==> src/rtl/idata_pkg.sv <==
package idata_pkg;

  parameter int unsigned DW = 8;
  parameter int unsigned AW = 8;
  localparam int unsigned RAM_DEPTH = 1 << AW;
  localparam int unsigned NIB = DW / 2;

  typedef enum logic [3:0] {
    OP_NONE  = 4'd0,
    OP_DRD   = 4'd1,
    OP_DWR   = 4'd2,
    OP_IRD   = 4'd3,
    OP_IWR   = 4'd4,
    OP_PUSH  = 4'd5,
    OP_POP   = 4'd6,
    OP_XDIR  = 4'd7,
    OP_XIND  = 4'd8,
    OP_XNIB  = 4'd9,
    OP_XREG  = 4'd10,
    OP_ALOAD = 4'd11
  } op_e;

  localparam logic [AW-1:0] A_PORT0 = 8'h80;
  localparam logic [AW-1:0] A_STKP  = 8'h81;
  localparam logic [AW-1:0] A_PORT1 = 8'h90;
  localparam logic [AW-1:0] A_STAT  = 8'hD0;
  localparam logic [AW-1:0] A_ACCU  = 8'hE0;
  localparam logic [AW-1:0] A_BREG  = 8'hF0;

  localparam logic [DW-1:0] STKP_RESET = 8'h07;
  localparam logic [DW-1:0] PORT_RESET = 8'hFF;

  // Physical RAM address of working register n in bank b: b*8 + n.
  function automatic logic [AW-1:0] reg_phys(input logic [1:0] bank, input logic [2:0] n);
    return {{(AW-5){1'b0}}, bank, n};
  endfunction

  // Upper nibble from hi_src, lower nibble from lo_src.
  function automatic logic [DW-1:0] nib_merge(input logic [DW-1:0] hi_src,
                                              input logic [DW-1:0] lo_src);
    return {hi_src[DW-1:NIB], lo_src[NIB-1:0]};
  endfunction

  function automatic logic [DW-1:0] stk_step(input logic [DW-1:0] sp, input logic up);
    return up ? sp + 1'b1 : sp - 1'b1;
  endfunction

endpackage

==> src/rtl/idata_ram.sv <==
module idata_ram
  import idata_pkg::*;
#(
  parameter int unsigned DEPTH = RAM_DEPTH
) (
  input  logic          clk,
  input  logic          rst_n,
  input  logic [AW-1:0] ra_addr,
  output logic [DW-1:0] ra_data,
  input  logic [AW-1:0] rb_addr,
  output logic [DW-1:0] rb_data,
  input  logic          we,
  input  logic [AW-1:0] waddr,
  input  logic [DW-1:0] wdata
);

  logic [DW-1:0] mem [DEPTH];

  assign ra_data = mem[ra_addr];
  assign rb_data = mem[rb_addr];

  always_ff @(posedge clk or negedge rst_n) begin
    if (!rst_n) begin
      for (int i = 0; i < int'(DEPTH); i++) mem[i] <= '0;
    end else if (we) begin
      mem[waddr] <= wdata;
    end
  end

  // Storage for every direct, pointer and stack write.
  assert_ram_store_R4: assert property (@(posedge clk) disable iff (!rst_n)
    we |=> mem[$past(waddr)] == $past(wdata));

endmodule

==> src/rtl/idata_sfr.sv <==
module idata_sfr
  import idata_pkg::*;
(
  input  logic          clk,
  input  logic          rst_n,
  input  logic [AW-1:0] rd_addr,
  output logic [DW-1:0] rd_data,
  input  logic          wr_en,
  input  logic [AW-1:0] wr_addr,
  input  logic [DW-1:0] wr_data,
  input  logic          acc_ld,
  input  logic [DW-1:0] acc_val,
  input  logic          sp_inc,
  input  logic          sp_dec,
  output logic [DW-1:0] acc,
  output logic [DW-1:0] sp,
  output logic [1:0]    bank
);

  logic [DW-1:0] breg, stat, port0, port1;

  wire wr_sp  = wr_en && (wr_addr == A_STKP);
  wire wr_acc = wr_en && (wr_addr == A_ACCU);

  assign bank = stat[4:3];

  always_comb begin
    unique case (rd_addr)
      A_PORT0: rd_data = port0;
      A_STKP:  rd_data = sp;
      A_PORT1: rd_data = port1;
      A_STAT:  rd_data = stat;
      A_ACCU:  rd_data = acc;
      A_BREG:  rd_data = breg;
      default: rd_data = '0;
    endcase
  end

  always_ff @(posedge clk or negedge rst_n) begin
    if (!rst_n) begin
      acc   <= '0;
      breg  <= '0;
      stat  <= '0;
      sp    <= STKP_RESET;
      port0 <= PORT_RESET;
      port1 <= PORT_RESET;
    end else begin
      if (acc_ld)      acc <= acc_val;
      else if (wr_acc) acc <= wr_data;
      if (wr_sp)       sp <= wr_data;
      else if (sp_inc) sp <= stk_step(sp, 1'b1);
      else if (sp_dec) sp <= stk_step(sp, 1'b0);
      if (wr_en && wr_addr == A_BREG)  breg  <= wr_data;
      if (wr_en && wr_addr == A_STAT)  stat  <= wr_data;
      if (wr_en && wr_addr == A_PORT0) port0 <= wr_data;
      if (wr_en && wr_addr == A_PORT1) port1 <= wr_data;
    end
  end

  assert_push_step_R6: assert property (@(posedge clk) disable iff (!rst_n)
    sp_inc |=> sp == $past(sp) + 8'd1);

  assert_pop_step_R7: assert property (@(posedge clk) disable iff (!rst_n)
    (sp_dec && !wr_sp) |=> sp == $past(sp) - 8'd1);

  assert_acc_alias_R11: assert property (@(posedge clk) disable iff (!rst_n)
    (wr_acc && !acc_ld) |=> acc == $past(wr_data));

endmodule

==> src/rtl/idata_decode.sv <==
module idata_decode
  import idata_pkg::*;
(
  input  op_e           op,
  input  logic [AW-1:0] addr,
  input  logic [DW-1:0] wdata,
  input  logic [DW-1:0] acc,
  input  logic [DW-1:0] sp,
  input  logic [1:0]    bank,
  input  logic [DW-1:0] ptr_val,
  input  logic [DW-1:0] rb_data,
  input  logic [DW-1:0] sfr_rdata,
  output logic [AW-1:0] ra_addr,
  output logic [AW-1:0] rb_addr,
  output logic          ram_we,
  output logic [AW-1:0] ram_waddr,
  output logic [DW-1:0] ram_wdata,
  output logic          sfr_we,
  output logic [AW-1:0] sfr_waddr,
  output logic [DW-1:0] sfr_wdata,
  output logic          acc_ld,
  output logic [DW-1:0] acc_val,
  output logic          sp_inc,
  output logic          sp_dec,
  output logic          act,
  output logic [DW-1:0] old_byte
);

  logic [DW-1:0] dir_val;
  logic          upper;

  assign upper   = addr[AW-1];
  assign ra_addr = reg_phys(bank, {2'b00, addr[0]});
  assign dir_val = upper ? sfr_rdata : rb_data;

  // Port B address: pointer target, stack slot, bank register or direct address.
  always_comb begin
    unique case (op)
      OP_IRD, OP_IWR, OP_XIND, OP_XNIB: rb_addr = ptr_val;
      OP_POP:                           rb_addr = sp;
      OP_XREG:                          rb_addr = reg_phys(bank, addr[2:0]);
      default:                          rb_addr = addr;
    endcase
  end

  always_comb begin
    ram_we    = 1'b0;
    ram_waddr = rb_addr;
    ram_wdata = '0;
    sfr_we    = 1'b0;
    sfr_waddr = addr;
    sfr_wdata = '0;
    acc_ld    = 1'b0;
    acc_val   = '0;
    sp_inc    = 1'b0;
    sp_dec    = 1'b0;
    act       = 1'b1;
    old_byte  = rb_data;
    unique case (op)
      OP_DRD: old_byte = dir_val;
      OP_DWR: begin
        old_byte = dir_val;
        if (upper) begin sfr_we = 1'b1; sfr_wdata = wdata; end
        else begin ram_we = 1'b1; ram_waddr = addr; ram_wdata = wdata; end
      end
      OP_IRD: old_byte = rb_data;
      OP_IWR: begin
        ram_we    = 1'b1;
        ram_wdata = wdata;
      end
      OP_PUSH: begin
        old_byte  = dir_val;
        sp_inc    = 1'b1;
        ram_we    = 1'b1;
        ram_waddr = stk_step(sp, 1'b1);
        ram_wdata = dir_val;
      end
      OP_POP: begin
        sp_dec = 1'b1;
        if (upper) begin sfr_we = 1'b1; sfr_wdata = rb_data; end
        else begin ram_we = 1'b1; ram_waddr = addr; ram_wdata = rb_data; end
      end
      OP_XDIR: begin
        old_byte = dir_val;
        acc_ld   = 1'b1;
        acc_val  = dir_val;
        if (upper) begin sfr_we = 1'b1; sfr_wdata = acc; end
        else begin ram_we = 1'b1; ram_waddr = addr; ram_wdata = acc; end
      end
      OP_XIND, OP_XREG: begin
        acc_ld    = 1'b1;
        acc_val   = rb_data;
        ram_we    = 1'b1;
        ram_wdata = acc;
      end
      OP_XNIB: begin
        acc_ld    = 1'b1;
        acc_val   = nib_merge(acc, rb_data);
        ram_we    = 1'b1;
        ram_wdata = nib_merge(rb_data, acc);
      end
      OP_ALOAD: begin
        old_byte = acc;
        acc_ld   = 1'b1;
        acc_val  = wdata;
      end
      default: act = 1'b0;
    endcase
  end

  // One command reaches one store: RAM or the register file, never both.
  assert_one_store_R3: assert final ($onehot0({ram_we, sfr_we}));

endmodule

==> src/rtl/idata_unit.sv <==
module idata_unit
  import idata_pkg::*;
(
  input  logic          clk,
  input  logic          rst_n,
  input  logic          cmd_valid,
  input  logic [3:0]    cmd_op,
  input  logic [AW-1:0] cmd_addr,
  input  logic [DW-1:0] cmd_wdata,
  output logic          rsp_valid,
  output logic [DW-1:0] rsp_data,
  output logic [DW-1:0] acc_out,
  output logic [DW-1:0] sp_out
);

  op_e           op_eff;
  logic [AW-1:0] ra_addr, rb_addr, ram_waddr, sfr_waddr;
  logic [DW-1:0] ra_data, rb_data, ram_wdata, sfr_wdata, sfr_rdata;
  logic [DW-1:0] acc_val, acc_q, sp_q, old_byte;
  logic          ram_we, sfr_we, acc_ld, sp_inc, sp_dec, act;
  logic [1:0]    bank;

  assign op_eff  = cmd_valid ? op_e'(cmd_op) : OP_NONE;
  assign acc_out = acc_q;
  assign sp_out  = sp_q;

  idata_decode i_decode (
    .op(op_eff), .addr(cmd_addr), .wdata(cmd_wdata), .acc(acc_q), .sp(sp_q),
    .bank(bank), .ptr_val(ra_data), .rb_data(rb_data), .sfr_rdata(sfr_rdata),
    .ra_addr(ra_addr), .rb_addr(rb_addr), .ram_we(ram_we), .ram_waddr(ram_waddr),
    .ram_wdata(ram_wdata), .sfr_we(sfr_we), .sfr_waddr(sfr_waddr),
    .sfr_wdata(sfr_wdata), .acc_ld(acc_ld), .acc_val(acc_val), .sp_inc(sp_inc),
    .sp_dec(sp_dec), .act(act), .old_byte(old_byte)
  );

  idata_ram #(.DEPTH(RAM_DEPTH)) i_ram (
    .clk(clk), .rst_n(rst_n), .ra_addr(ra_addr), .ra_data(ra_data),
    .rb_addr(rb_addr), .rb_data(rb_data), .we(ram_we), .waddr(ram_waddr),
    .wdata(ram_wdata)
  );

  idata_sfr i_sfr (
    .clk(clk), .rst_n(rst_n), .rd_addr(cmd_addr), .rd_data(sfr_rdata),
    .wr_en(sfr_we), .wr_addr(sfr_waddr), .wr_data(sfr_wdata), .acc_ld(acc_ld),
    .acc_val(acc_val), .sp_inc(sp_inc), .sp_dec(sp_dec), .acc(acc_q),
    .sp(sp_q), .bank(bank)
  );

  always_ff @(posedge clk or negedge rst_n) begin
    if (!rst_n) begin
      rsp_valid <= 1'b0;
      rsp_data  <= '0;
    end else begin
      rsp_valid <= act;
      if (act) rsp_data <= old_byte;
    end
  end

  assert_nib_upper_R10: assert property (@(posedge clk) disable iff (!rst_n)
    (op_eff == OP_XNIB) |=> acc_out[DW-1:NIB] == $past(acc_out[DW-1:NIB]));

  assert_idle_hold_R1: assert property (@(posedge clk) disable iff (!rst_n)
    !cmd_valid |=> !rsp_valid && $stable(acc_out) && $stable(sp_out));

endmodule

==> config.mk <==
export PLATFORM = sky130hd
export DESIGN_NAME = idata_unit
export DESIGN_NICKNAME = d
export VERILOG_FILES = /design/src/rtl/idata_pkg.sv /design/src/rtl/idata_ram.sv /design/src/rtl/idata_sfr.sv /design/src/rtl/idata_decode.sv /design/src/rtl/idata_unit.sv
export SDC_FILE = /design/constraint.sdc
export NUM_CORES = 2
export LEC_CHECK = 0
export ABC_AREA = 0
export BUFFER_PORTS_ARGS = -buffer_cell sky130_fd_sc_hd__buf_2
export CORE_MARGIN = 4
export CORE_UTILIZATION = 57
export CTS_CLUSTER_SIZE = 10
export DETAILED_ROUTE_END_ITERATION = 7
export HOLD_SLACK_MARGIN = 0.03
export MAX_ROUTING_LAYER = met4
export PLACE_DENSITY = 0.73
export SKIP_CTS_REPAIR_TIMING = 1
export SLEW_MARGIN = 30
export SYNTH_ARGS = -nofsm -noshare
export SYNTH_HDL_FRONTEND = slang
export SYNTH_SLANG_ARGS = --single-unit
==> constraint.sdc <==
create_clock -name clk -period 11.84 [get_ports clk]
set_input_delay 1.776 -clock clk [delete_from_list [all_inputs] [get_ports clk]]
set_output_delay 1.776 -clock clk [all_outputs]
set_load 0.05 [all_outputs]
==> impl_metrics.toml <==
[status]
status = "finished with violations"
violations = "design-rule violations"

[sta]
period_share_pct = 77.4
relSlewSlack_pct = 21.7
setup_ws_ns = 2.68
tns_ns = 0
hold_viol = 0
worstMarginPinSlew_ns = 1.17
rsz0062_at_grt = "no"
slew_viol_final = 0
fin_skew_ns = 0.0615
max_clock_freq_mhz = 109
fin_crit_ns = 9.16
finalSetupViolCount = 0

[clock_tree]
cts_root_buffer = "clkbuf_16"
cts_tree = "done"
cts_buffers = 232
clk_latency_ns = 0.93
cts_sinks = 2105
cts_buffer_depth = 3
cts.htree.levels = 4
clk_transition_reported_paths_ns = 0.06

[setup_path]
end_kind = "flop"
crit_type = "in2reg"
slowest_stage = "a22oi_1"
reg2regPathDepth = 15
crit_arrival_ns = 9.97
start_kind = "input port"
slowest_delay_ns = 0.82
path_max_fanout = 79
cp.required_ns = 12.65
critical_path.most_common_cell = "buf_4"
crit_chain = "buf_2, nor2_1, a22oi_1, nand3_4, nand2_8, buf_12, mux2i_1, a32oi_1, a21oi_1, or4_1, nor3_1, or4_4, a31o_4, buf_4, buf_4, mux2_2"

[hold_path]
min_path_type = "reg2reg"
min_path_cells = 2

[placement]
io_buffers = 47
gp_congestion = 1.09
place_area_um2 = 102000
dpl.hpwl_mm = 232
pre_cts_slack_ns = 2.32

[floorplanning]
coreArea_um2 = 176000
placementRows = 154
pin_count = 48
start_util_pct = 57.4
die_w_um = 430
fp.dieH_um = 430
die_area_um2 = 185000

[layout]
multi_input_area_um2 = 44200
layout_common_cells = "dfrtp_1, nand2_1, nor2_1, mux2_2, o21ai_0"
layout-drive-gt1-share_pct = 16.7
nNetsFinal = 9715
area_growth_pct = 7.59
seqCellArea_um2 = 52700
design_area_um2 = 109000
final_common_cell = "dfrtp_1"
n_fill_cell = 14200

[synthesis]
synth-seq-cells = 2105
synth_fp_nets = 10000
synth_flop_cell = "dfrtp_1"
syn_area_um2 = 101000
seq_area_frac_synth_pct = 52.0
yosys_warnings = 0
syn_avg_cell_area_um2 = 10.1
synthCells = 10000
synthArstFlopShare_pct = 100
synth_cell_types = 112
synth_edf_count = 0

[detailed_routing]
dr.first_iter.drc_count = 12500
drt_pass1_iterations = 8
wirelength_mm = 378
vias = 84600
wl_per_cell_um = 31.1
routed_via_density = 6.98
drcViolationCount = 8
antenna_left = 0

[global_routing]
grt_usage_pct = 41.7
grt_max_degree = 257
antenna_found_initial = 37
grt_pass1_wl_mm = 555
grt_pass1_vias = 81900
gr-total-overflow = 0

[job]
cap_violations = 0

[pwr]
p_leak_nw = 48.3
powerDensity_nw_per_um2 = 152
vdd_drop_max_uv = 135
p_total_w = 0.0165
==> registers in the layout, summed over array words and instances (netlist names) <==
signal	cells
i_ram.mem	2048
i_sfr.acc	8
i_sfr.breg	8
i_sfr.port0	8
i_sfr.port1	8
i_sfr.sp	8
i_sfr.stat	8
rsp_data	8
rsp_valid	1
==> metrics by stage <==
step                      hold WS (ns)  util [%]  std cells
after floorplan                  0.441         -      10000
after global placement           0.454      57.8      11800
after detailed placement         0.465      57.9      11800
after CTS                        0.476      61.5      12100
after global routing             0.488      61.8      12100
final                            0.471      61.8      12100
==> power breakdown <==
group	internal [W]	switching, W
Clock	0.00355	0.00292
Sequential	0.00746	0.000189
Combinational	0.000597	0.00181
Total	0.0116	0.00492
==> cell usage after synthesis, types with 29 or more instances <==
cell type	instances	area (um^2)
buf_6	144	1620
nor2_1	1140	4280
dfrtp_1	2086	52200
nor3_1	40	200
clkbuf_1	313	1170
a32oi_1	76	666
o21ai_0	719	3600
a211oi_1	243	1820
buf_4	96	721
a21oi_1	607	3040
a31oi_1	368	2300
nand4_1	29	181
mux4_2	116	2610
o22ai_1	34	213
a311oi_1	104	911
and3_1	293	1830
a22oi_1	64	480
nand3_1	248	1240
buf_2	227	1140
mux2i_1	125	1250
mux2_2	805	9060
nand2_1	1615	6060
==> cells by family after synthesis <==
| family | after synthesis | synth area share (%) |
|---|---|---|
| xor+xnor | 13 | 0.112 |
| simple gates | 3489 | 14.6 |
| mux | 1049 | 12.8 |
| compound gates | 2524 | 15.6 |
| flops | 2105 | 52.0 |
| fa+ha+maj | 2 | 0.0247 |
| buf+inv | 826 | 4.85 |
==> metal layers <==
layer  global-route usage [%]  wire length (um)
met1                     50.9            133000
met2                     56.7            158000
met4                     29.7             32900
met5                        -                 0
met3                     15.6             54000
==> path summary, 6_finish.rpt <==
path	from	endpoint	slack (ns)
worst max-delay path	cmd_addr[0]	i_ram.mem[557]	2.68
worst min-delay path	i_ram.mem[123]	i_ram.mem[123]	0.47
worst max register to register	i_sfr.stat[3]	i_ram.mem[557]	2.77
worst min register to register	i_ram.mem[123]	i_ram.mem[123]	0.47
max in group asynchronous	rst_n	i_ram.mem[1972]	8.16
min in group asynchronous	rst_n	i_ram.mem[49]	0.94
==> critical path: cells and delay by family <==
family,cells,cell delay (ns)
buf+inv,4,2.17
compound gates,4,1.75
simple gates,6,3.53
mux,2,0.47
==> layout make-up <==
type / instances / share of cell area [%]
multi-input combinational: 7077 / 40.6
clock inverter: 19 / 0.311
tap: 2340 / 2.69
clock buffer: 266 / 5.51
timing repair buffer: 256 / 2.42
inverter: 18 / 0.0620
sequential: 2105 / 48.3
antenna: 50 / 0.115
Power figures use the tool's default switching activity.
